==> src/rtl/exc_pkg.sv <==
`timescale 1ns/1ps
package exc_pkg;

  localparam int unsigned VW     = 8;   // vector width
  localparam int unsigned NVEC   = 8;   // vectors handled
  localparam int unsigned NPRIO  = 7;   // populated vectors

  typedef logic [VW-1:0]   vec_t;
  typedef logic [NVEC-1:0] req_t;

  localparam int unsigned VEC_DIV   = 0;
  localparam int unsigned VEC_STEP  = 1;
  localparam int unsigned VEC_BRK   = 3;
  localparam int unsigned VEC_OVF   = 4;
  localparam int unsigned VEC_BOUND = 5;
  localparam int unsigned VEC_ILL   = 6;
  localparam int unsigned VEC_NOCOP = 7;

  // vectors returning to the first byte of the instruction
  localparam req_t FAULT_MASK = req_t'((1 << VEC_DIV) | (1 << VEC_BOUND) |
                                       (1 << VEC_ILL) | (1 << VEC_NOCOP));

  // index 0 is highest priority
  localparam logic [NPRIO-1:0][2:0] PRIO_ORDER =
    {3'(VEC_STEP), 3'(VEC_OVF), 3'(VEC_BRK), 3'(VEC_BOUND),
     3'(VEC_DIV), 3'(VEC_NOCOP), 3'(VEC_ILL)};

endpackage

==> src/rtl/exc_rst_sync.sv <==
`timescale 1ns/1ps
module exc_rst_sync #(
  parameter int unsigned STAGES = 2
) (
  input  logic clk,
  input  logic rst_n,
  output logic rst_n_sync
);

  logic [STAGES-1:0] sync_q;
  logic [STAGES-1:0] sync_d;

  always_comb begin
    sync_d = {sync_q[STAGES-2:0], 1'b1};
  end

  always_ff @(posedge clk or negedge rst_n) begin
    if (!rst_n) sync_q <= '0;
    else        sync_q <= sync_d;
  end

  assign rst_n_sync = sync_q[STAGES-1];

endmodule

==> src/rtl/exc_decode.sv <==
`timescale 1ns/1ps
module exc_decode
  import exc_pkg::*;
#(
  parameter logic [7:0] OP_BRK1  = 8'hCC,
  parameter logic [7:0] OP_INTN  = 8'hCD,
  parameter logic [7:0] BRK_IMM  = 8'h03,
  parameter logic [7:0] OP_OVCHK = 8'hCE,
  parameter logic [7:0] OP_BOUND = 8'h62
) (
  input  logic       instr_done,
  input  logic [7:0] opcode,
  input  logic [7:0] imm8,
  input  logic [1:0] modrm_mod,
  input  logic       div_err,
  input  logic       trace_flag,
  input  logic       ovf_flag,
  input  logic       bound_oor,
  input  logic       undef_opcode,
  input  logic       mem_only_op,
  input  logic       cop_instr,
  input  logic       cop_present,
  output req_t       req
);

  logic reg_form;
  logic is_bound;
  logic hit_ill;
  logic hit_bound;
  logic hit_brk;
  logic hit_ovf;
  logic hit_nocop;

  always_comb begin
    reg_form  = (modrm_mod == 2'b11);
    is_bound  = (opcode == OP_BOUND);
    hit_ill   = undef_opcode | ((mem_only_op | is_bound) & reg_form);
    hit_bound = is_bound & ~reg_form & bound_oor;
    hit_brk   = (opcode == OP_BRK1) | ((opcode == OP_INTN) & (imm8 == BRK_IMM));
    hit_ovf   = (opcode == OP_OVCHK) & ovf_flag;
    hit_nocop = cop_instr & ~cop_present;

    req            = '0;
    req[VEC_DIV]   = instr_done & div_err;
    req[VEC_STEP]  = instr_done & trace_flag;
    req[VEC_BRK]   = instr_done & hit_brk;
    req[VEC_OVF]   = instr_done & hit_ovf;
    req[VEC_BOUND] = instr_done & hit_bound;
    req[VEC_ILL]   = instr_done & hit_ill;
    req[VEC_NOCOP] = instr_done & hit_nocop;
  end

endmodule

==> src/rtl/exc_prio.sv <==
`timescale 1ns/1ps
module exc_prio
  import exc_pkg::*;
(
  input  req_t req,
  output logic any,
  output vec_t vec,
  output logic fault
);

  logic [NPRIO:0]   seen;
  logic [NPRIO-1:0] grant;

  assign seen[0] = 1'b0;

  for (genvar g = 0; g < NPRIO; g++) begin : g_chain
    assign grant[g]  = req[PRIO_ORDER[g]] & ~seen[g];
    assign seen[g+1] = seen[g] | req[PRIO_ORDER[g]];
  end

  always_comb begin
    vec = '0;
    for (int i = 0; i < NPRIO; i++) begin
      if (grant[i]) vec = vec | vec_t'(PRIO_ORDER[i]);
    end
    any   = seen[NPRIO];
    fault = any & FAULT_MASK[vec[2:0]];
  end

endmodule

==> src/rtl/exc_out_reg.sv <==
`timescale 1ns/1ps
module exc_out_reg
  import exc_pkg::*;
#(
  parameter int unsigned AW = 20
) (
  input  logic          clk,
  input  logic          rst_n,
  input  logic          any,
  input  vec_t          vec,
  input  logic          fault,
  input  logic [AW-1:0] start_addr,
  input  logic [AW-1:0] next_addr,
  output logic          take_q,
  output vec_t          vec_q,
  output logic [AW-1:0] addr_q
);

  logic          load_en;
  logic          take_d;
  vec_t          vec_d;
  logic [AW-1:0] addr_d;

  always_comb begin
    load_en = any;
    take_d  = any;
    vec_d   = vec;
    addr_d  = fault ? start_addr : next_addr;
  end

  always_ff @(posedge clk or negedge rst_n) begin
    if (!rst_n) begin
      take_q <= 1'b0;
      vec_q  <= '0;
      addr_q <= '0;
    end else begin
      take_q <= take_d;
      if (load_en) begin
        vec_q  <= vec_d;
        addr_q <= addr_d;
      end
    end
  end

endmodule

==> src/rtl/exc_vector_sel.sv <==
`timescale 1ns/1ps
module exc_vector_sel
  import exc_pkg::*;
#(
  parameter int unsigned AW       = 20,
  parameter int unsigned SYNC_LEN = 2
) (
  input  logic          clk,
  input  logic          rst_n,
  input  logic          instr_done,
  input  logic [AW-1:0] start_addr,
  input  logic [AW-1:0] next_addr,
  input  logic [7:0]    opcode,
  input  logic [7:0]    imm8,
  input  logic [1:0]    modrm_mod,
  input  logic          div_err,
  input  logic          trace_flag,
  input  logic          ovf_flag,
  input  logic          bound_oor,
  input  logic          undef_opcode,
  input  logic          mem_only_op,
  input  logic          cop_instr,
  input  logic          cop_present,
  output logic          exc_take,
  output logic [7:0]    exc_vector,
  output logic [AW-1:0] exc_ret_addr
);

  logic rst_n_int;
  req_t req;
  logic sel_any;
  vec_t sel_vec;
  logic sel_fault;

  exc_rst_sync #(.STAGES(SYNC_LEN)) i_rst_sync (
    .clk        (clk),
    .rst_n      (rst_n),
    .rst_n_sync (rst_n_int)
  );

  exc_decode i_decode (
    .instr_done   (instr_done),
    .opcode       (opcode),
    .imm8         (imm8),
    .modrm_mod    (modrm_mod),
    .div_err      (div_err),
    .trace_flag   (trace_flag),
    .ovf_flag     (ovf_flag),
    .bound_oor    (bound_oor),
    .undef_opcode (undef_opcode),
    .mem_only_op  (mem_only_op),
    .cop_instr    (cop_instr),
    .cop_present  (cop_present),
    .req          (req)
  );

  exc_prio i_prio (
    .req   (req),
    .any   (sel_any),
    .vec   (sel_vec),
    .fault (sel_fault)
  );

  exc_out_reg #(.AW(AW)) i_out (
    .clk        (clk),
    .rst_n      (rst_n_int),
    .any        (sel_any),
    .vec        (sel_vec),
    .fault      (sel_fault),
    .start_addr (start_addr),
    .next_addr  (next_addr),
    .take_q     (exc_take),
    .vec_q      (exc_vector),
    .addr_q     (exc_ret_addr)
  );

endmodule

==> config.mk <==
export PLATFORM = sky130hd
export DESIGN_NAME = exc_vector_sel
export DESIGN_NICKNAME = d
export VERILOG_FILES = /design/src/rtl/exc_pkg.sv /design/src/rtl/exc_rst_sync.sv /design/src/rtl/exc_decode.sv /design/src/rtl/exc_prio.sv /design/src/rtl/exc_out_reg.sv /design/src/rtl/exc_vector_sel.sv
export SDC_FILE = /design/constraint.sdc
export NUM_CORES = 1
export LEC_CHECK = 0
export BUFFER_PORTS_ARGS = -buffer_cell sky130_fd_sc_hd__clkbuf_2
export CORE_ASPECT_RATIO = 0.5
export CORE_MARGIN = 4
export CORE_UTILIZATION = 47
export CTS_CLUSTER_SIZE = 25
export DETAILED_ROUTE_END_ITERATION = 8
export GPL_ROUTABILITY_DRIVEN = 0
export PLACE_DENSITY = 0.86
export RECOVER_POWER = 25
export SLEW_MARGIN = 20
export SYNTH_ARGS = -nofsm -noshare
export SYNTH_HDL_FRONTEND = slang
export SYNTH_HIERARCHICAL = 1
export SYNTH_SLANG_ARGS = --single-unit
==> constraint.sdc <==
create_clock -name clk -period 2.7 [get_ports clk]
set_input_delay 0.81 -clock clk [delete_from_list [all_inputs] [get_ports clk]]
set_output_delay 0.81 -clock clk [all_outputs]
set_load 0.005 [all_outputs]
==> impl_summary.log, run 1 <==
INFO  metric timing.max_cap.violations = 0
INFO  metric max-clock-path-buffers = 2
INFO  metric synthCells = 144
INFO  metric setup_repair_after_global_routing_missed_its_margin = false
INFO  metric first_pass_iters = 4
INFO  metric worst_pin_slew = 1110 ps
INFO  metric clock-skew-final = 9.02 ps
INFO  metric tritoncts = built
INFO  metric layout.cells.most_common_list = clkbuf_2, dfrtp_1, nor2_1
INFO  metric grt_max_degree = 35
INFO  metric clock_tree.root_cell = clkbuf_8
INFO  metric crit_type = primary input to flop
INFO  metric placeableCoreArea = 3150 um2
INFO  metric tritoncts_num_sinks = 31
INFO  metric detailed_place_hpwl = 3110 um
INFO  metric port-buffer-count = 97
INFO  metric worst_ir_drop_vdd = 0.300 mV
INFO  metric commonest_non_fill_non_tap_cell_in_the_layout = clkbuf_2
INFO  metric cts_hold_repair.buffers = 0
INFO  metric clock_insertion_delay_at_the_later_pin_of_the_skew_report = 280 ps
INFO  metric timing.final.setup_violations = 0
INFO  metric leakage = 1.15 nW
INFO  metric min-delay-path-class = primary input to async pin
INFO  metric final_hold_viol_count = 0
INFO  metric synth.yosys.warnings = 6
INFO  metric die_footprint = 4520 um2
INFO  metric path_clk_slew = 70 ps
INFO  metric crit_path_start_kind = primary input
INFO  metric final-seq-area = 776 um2
INFO  metric fin_crit_sh = 88.7%
INFO  metric num_io_pins = 98
INFO  metric instances_no_fill = 287
INFO  metric number_of_antenna_cells_inserted = 0
INFO  metric critical_path_arrival = 2560 ps
INFO  metric postCtsSetupBuffers = 0
INFO  metric crit_start = opcode[5]
INFO  metric drc = 0
INFO  metric grt_antenna_before_repair = 0
INFO  metric worstReg2RegStart = i_rst_sync/sync_q[1]
INFO  metric detailroute.via_count = 1392
INFO  metric row_count = 14
INFO  metric max_freq = 0.418 GHz
INFO  metric final_layout_size_suffix_gt1_share = 57.9%
INFO  metric die_width = 91.2 um
INFO  metric synthToLayoutAreaGrowth = 37.5%
INFO  metric multiInputGateArea = 772 um2
INFO  metric cp_max_fo = 14
INFO  metric grt_pass1_vias = 1464
INFO  metric synth_area_per_cell = 11.3 um2
INFO  metric max-slew-margin-rel = 25.8%
INFO  metric timing_max_transition_violations_final = 0
INFO  metric grt_util_all_layers = 17.7%
INFO  metric post-route-min-period = 2400 ps
INFO  metric numPlacedInstances = 279
INFO  metric finalNetCount = 315
INFO  metric number_of_gates_resized_after_cts = 0
INFO  metric cts_made_buffers = 5
INFO  metric vias_per_cell = 4.85
INFO  metric die_h = 49.6 um
INFO  metric grt_first_pass_wirelength = 6420 um
INFO  metric initial_core_util = 51.6%
INFO  metric layout.filler_cells = 243
INFO  metric outcome = complete, no violations
INFO  metric drt_iter0_markers = 53
INFO  metric wl_per_cell = 13.1 um
INFO  metric cp_data_required_time = 2870 ps
INFO  metric route.antenna.remaining_nets = 0
INFO  metric synthesis.area = 1630 um2
INFO  metric setup_tns = 0 ps
INFO  metric worst_setup_path_end_kind = flop
INFO  metric postRouteWirelength = 3770 um
INFO  metric grt_overflow = 0
INFO  metric cellPowerDensity = 555 nW/um2
INFO  metric htree_num_levels = 2
-- registers in the layout (all words and copies together), names as in the netlist --
name               cells
i_out/addr_q          20
i_out/vec_q            8
i_rst_sync/sync_q      2
i_out/take_q           1
-- path summary, 6_finish.rpt --
| kind | cells after the start | slack (ps) | to |
|---|---|---|---|
| setup reg to reg | 0 | 1570 | i_out/addr_q[6] |
| hold reg to reg | 0 | 350 | i_rst_sync/sync_q[1] |
| min in group clk | 0 | 350 | i_rst_sync/sync_q[1] |
| setup / recovery | 9 | 300 | i_out/vec_q[2] |
| max in group asynchronous | 0 | 1570 | i_out/addr_q[6] |
| hold / removal | 1 | 320 | i_rst_sync/sync_q[0] |
-- report_power, final --
group,switching (mW),leakage [nW],internal (mW)
clock network,0.161,0.0422,0.180
logic,0.148,0.749,0.173
registers,0.0448,0.356,0.534
-- final cells by class --
class / count / area share [%]
clock buffers: 7 / 3.41
clock inverters: 1 / 0.224
inverters: 1 / 0.168
multi-input cells: 104 / 34.5
flip-flops and latches: 31 / 34.7
well taps: 40 / 2.24
repair buffers: 103 / 24.8
-- worst max-delay path: stages --
cell and delay [ps]:
clkbuf_2 90, nor4b_2 150, nand4b_1 130, a21oi_1 110, or4_4 510, nor3_2 190, nand2b_2 140, buf_12 170
mux2_2 270
-- routing by layer --
layer,vias up,share of wire [%],track usage [%]
li1,697,-,-
met1,636,37,19.0
met2,47,55,32.9
met3,12,5.1,4.71
met4,0,2.8,8.25
met5,-,0,0
-- per-stage QoR --
stage	power [mW]	instance area (um2)	setup slack [ps]	utilization [%]	hold slack [ps]
2_1_floorplan	0.761	1640	220	-	331
3_3_place_gp	0.898	2160	93.9	68.4	339
3_5_place_dp	0.914	2160	4.70	68.4	342
4_1_cts	1.26	2240	307	71.0	309
5_1_grt	1.33	2240	197	71.0	326
6_report	1.24	2240	305	71.0	320
No activity file was read; power rests on OpenSTA's default activity.
==> run 2: changes to the inputs <==
--- a/config.mk
+++ b/config.mk
@@ -5,14 +5,14 @@
 export SDC_FILE = /design/constraint.sdc
 export NUM_CORES = 1
 export LEC_CHECK = 0
-export BUFFER_PORTS_ARGS = -buffer_cell sky130_fd_sc_hd__clkbuf_2
 export CORE_ASPECT_RATIO = 0.5
 export CORE_MARGIN = 4
-export CORE_UTILIZATION = 47
+export CORE_UTILIZATION = 55
 export CTS_CLUSTER_SIZE = 25
 export DETAILED_ROUTE_END_ITERATION = 8
+export DONT_BUFFER_PORTS = 1
 export GPL_ROUTABILITY_DRIVEN = 0
-export PLACE_DENSITY = 0.86
+export PLACE_DENSITY = 0.7
 export RECOVER_POWER = 25
 export SLEW_MARGIN = 20
 export SYNTH_ARGS = -nofsm -noshare
==> impl_summary.log, run 2 (same netlist as run 1, synthesis figures left out) <==
INFO  metric power_frac_clock = 31.3%
INFO  metric layout.cells.most_common_list = dfrtp_1, nor2_1, mux2i_1, a21oi_2, mux2_2
INFO  metric largest_reg_flops = 20
INFO  metric power.switching = 0.314 mW
INFO  metric numPlacedInstances = 178
INFO  metric cp-endpoint = i_out/vec_q[0]
INFO  metric setup_repair_after_global_routing_missed_its_margin = false
INFO  metric grt_max_degree = 35
INFO  metric path_clk_slew = 60 ps
INFO  metric crit_type = primary input to flop
INFO  metric row_count = 13
INFO  metric grt_pass1_vias = 1106
INFO  metric crit_path_start_kind = primary input
INFO  metric critical_path_arrival = 2440 ps
INFO  metric leakage = 0.747 nW
INFO  metric netSwitchingFraction = 27.5%
INFO  metric fin_crit_sh = 84.6%
INFO  metric drt_iter0_markers = 19
INFO  metric cts_made_buffers = 5
INFO  metric htree_num_levels = 2
INFO  metric grt_util_all_layers = 17.1%
INFO  metric timing_max_transition_violations_final = 0
INFO  metric wl_per_cell = 17.7 um
INFO  metric die_width = 84.9 um
INFO  metric biggestRegsByFlops = i_out/addr_q (20), i_out/vec_q (8), i_rst_sync/sync_q (2)
INFO  metric first_pass_iters = 4
INFO  metric worst_r2r_end = i_out/addr_q[2]
INFO  metric postRouteWirelength = 3280 um
INFO  metric grt_first_pass_wirelength = 5060 um
INFO  metric max-clock-path-buffers = 2
INFO  metric crit_start = opcode[5]
INFO  metric setup_tns = 0 ps
INFO  metric port-buffer-count = 0
INFO  metric worstReg2RegStart = i_rst_sync/sync_q[1]
INFO  metric vias_per_cell = 5.65
INFO  metric cp_max_fo = 15
INFO  metric post-route-min-period = 2290 ps
INFO  metric grt_antenna_before_repair = 0
INFO  metric power.sequential.fraction = 52.1%
INFO  metric timing.final.setup_violations = 0
INFO  metric max_freq = 0.438 GHz
INFO  metric die_footprint = 3940 um2
INFO  metric detailroute.via_count = 1045
INFO  metric worst_setup_path_end_kind = flop
INFO  metric cp_data_required_time = 2850 ps
INFO  metric synthToLayoutAreaGrowth = 7.46%
INFO  metric fin_total_pwr = 1.14 mW
INFO  metric regToRegSetupSlack = 1690 ps
INFO  metric number_of_antenna_cells_inserted = 0
INFO  metric clock_insertion_delay_at_the_later_pin_of_the_skew_report = 270 ps
INFO  metric grt_overflow = 0
INFO  metric timing.max_cap.violations = 0
INFO  metric placeableCoreArea = 2700 um2
INFO  metric clock_tree.root_cell = clkbuf_8
INFO  metric drc = 0
INFO  metric rr_worst_depth = 1
INFO  metric final_hold_viol_count = 0
INFO  metric worst_ir_drop_vdd = 0.362 mV
INFO  metric commonest_non_fill_non_tap_cell_in_the_layout = dfrtp_1
INFO  metric tritoncts_num_sinks = 31
INFO  metric instances_no_fill = 185
INFO  metric route.antenna.remaining_nets = 0
INFO  metric power_report.internal_total = 0.830 mW
INFO  metric min-delay-path-class = primary input to async pin
INFO  metric num_io_pins = 98
INFO  metric tritoncts = built
INFO  metric outcome = complete, no violations
INFO  metric clock-skew-final = 6.07 ps
INFO  metric finalNetCount = 217
INFO  metric register_with_the_most_flip_flops = i_out/addr_q
INFO  metric initial_core_util = 60.2%
INFO  metric power.combinational.fraction = 16.6%
INFO  metric number_of_gates_resized_after_cts = 0
INFO  metric die_h = 46.5 um
INFO  metric postCtsSetupBuffers = 0
INFO  metric cts_hold_repair.buffers = 0
INFO  metric final_layout_size_suffix_gt1_share = 31.8%
INFO  metric max-slew-margin-rel = 40.6%
INFO  metric worst_pin_slew = 891 ps
INFO  metric cellPowerDensity = 655 nW/um2
INFO  metric detailed_place_hpwl = 2590 um
run 2: cell types whose count changed in the layout (fill, tap and decap cells not counted):
cell / delta
clkbuf_2: -96
clkbuf_1: -3
buf_4: -1
clkbuf_8: +1
run 2: area by class of cell:
class,instances,area [um2]
flip-flops and latches,31,776
multi-input cells,104,772
repair buffers,5,62.6
clock buffers,6,82.6
well taps,37,46.3
inverters,1,3.75
clock inverters,1,5.00
fillers,228,952
run 2: per-stage QoR:
step | setup slack, ps | hold slack (ps) | instance area, um2 | util (%)
3_3_place_gp | 162 | 339 | 1660 | 61.5
6_report | 415 | 228 | 1750 | 64.7
3_5_place_dp | 119 | 342 | 1660 | 61.5
5_1_grt | 291 | 209 | 1750 | 64.7
4_1_cts | 410 | 216 | 1750 | 64.7
2_1_floorplan | 220 | 331 | 1640 | -
run 2: power groups by stage:
| stage | logic, mW | clock network (mW) | registers [mW] |
|---|---|---|---|
| after floorplan | 0.173 | 0 | 0.589 |
| after global placement | 0.186 | 0 | 0.606 |
| after detailed placement | 0.193 | 0 | 0.606 |
| after CTS | 0.192 | 0.370 | 0.599 |
| after global routing | 0.211 | 0.392 | 0.607 |
| final | 0.190 | 0.358 | 0.596 |
run 2: worst max-delay path, cell delays in order:
cell and delay [ps]:
nor4b_2 130, nand4b_1 130, a21oi_1 120, or4_4 510
nor3_2 170, nand2b_2 130, buf_12 170, mux2_2 260
run 2: metal layers:
metal  vias to the layer above  wire, um  global-route usage, %
met5                         -         0                      0
met2                        59      1540                   27.2
met4                         0        18                   5.36
met1                       486      1280                   19.6
met3                         2       447                   10.5
li1                        498         -                      -
run 2: worst min path at each step:
| stage | slack (ps) | endpoint | start | depth (start not counted) |
|---|---|---|---|---|
| global route | 210 | i_rst_sync/sync_q[1] | rst_n | 0 |
| detailed placement | 340 | i_rst_sync/sync_q[1] | i_rst_sync/sync_q[0] | 0 |
| finish | 230 | i_rst_sync/sync_q[1] | rst_n | 0 |
| floorplan | 330 | i_rst_sync/sync_q[1] | i_rst_sync/sync_q[0] | 0 |
| global placement | 340 | i_rst_sync/sync_q[1] | i_rst_sync/sync_q[0] | 0 |
| CTS | 220 | i_rst_sync/sync_q[1] | rst_n | 0 |
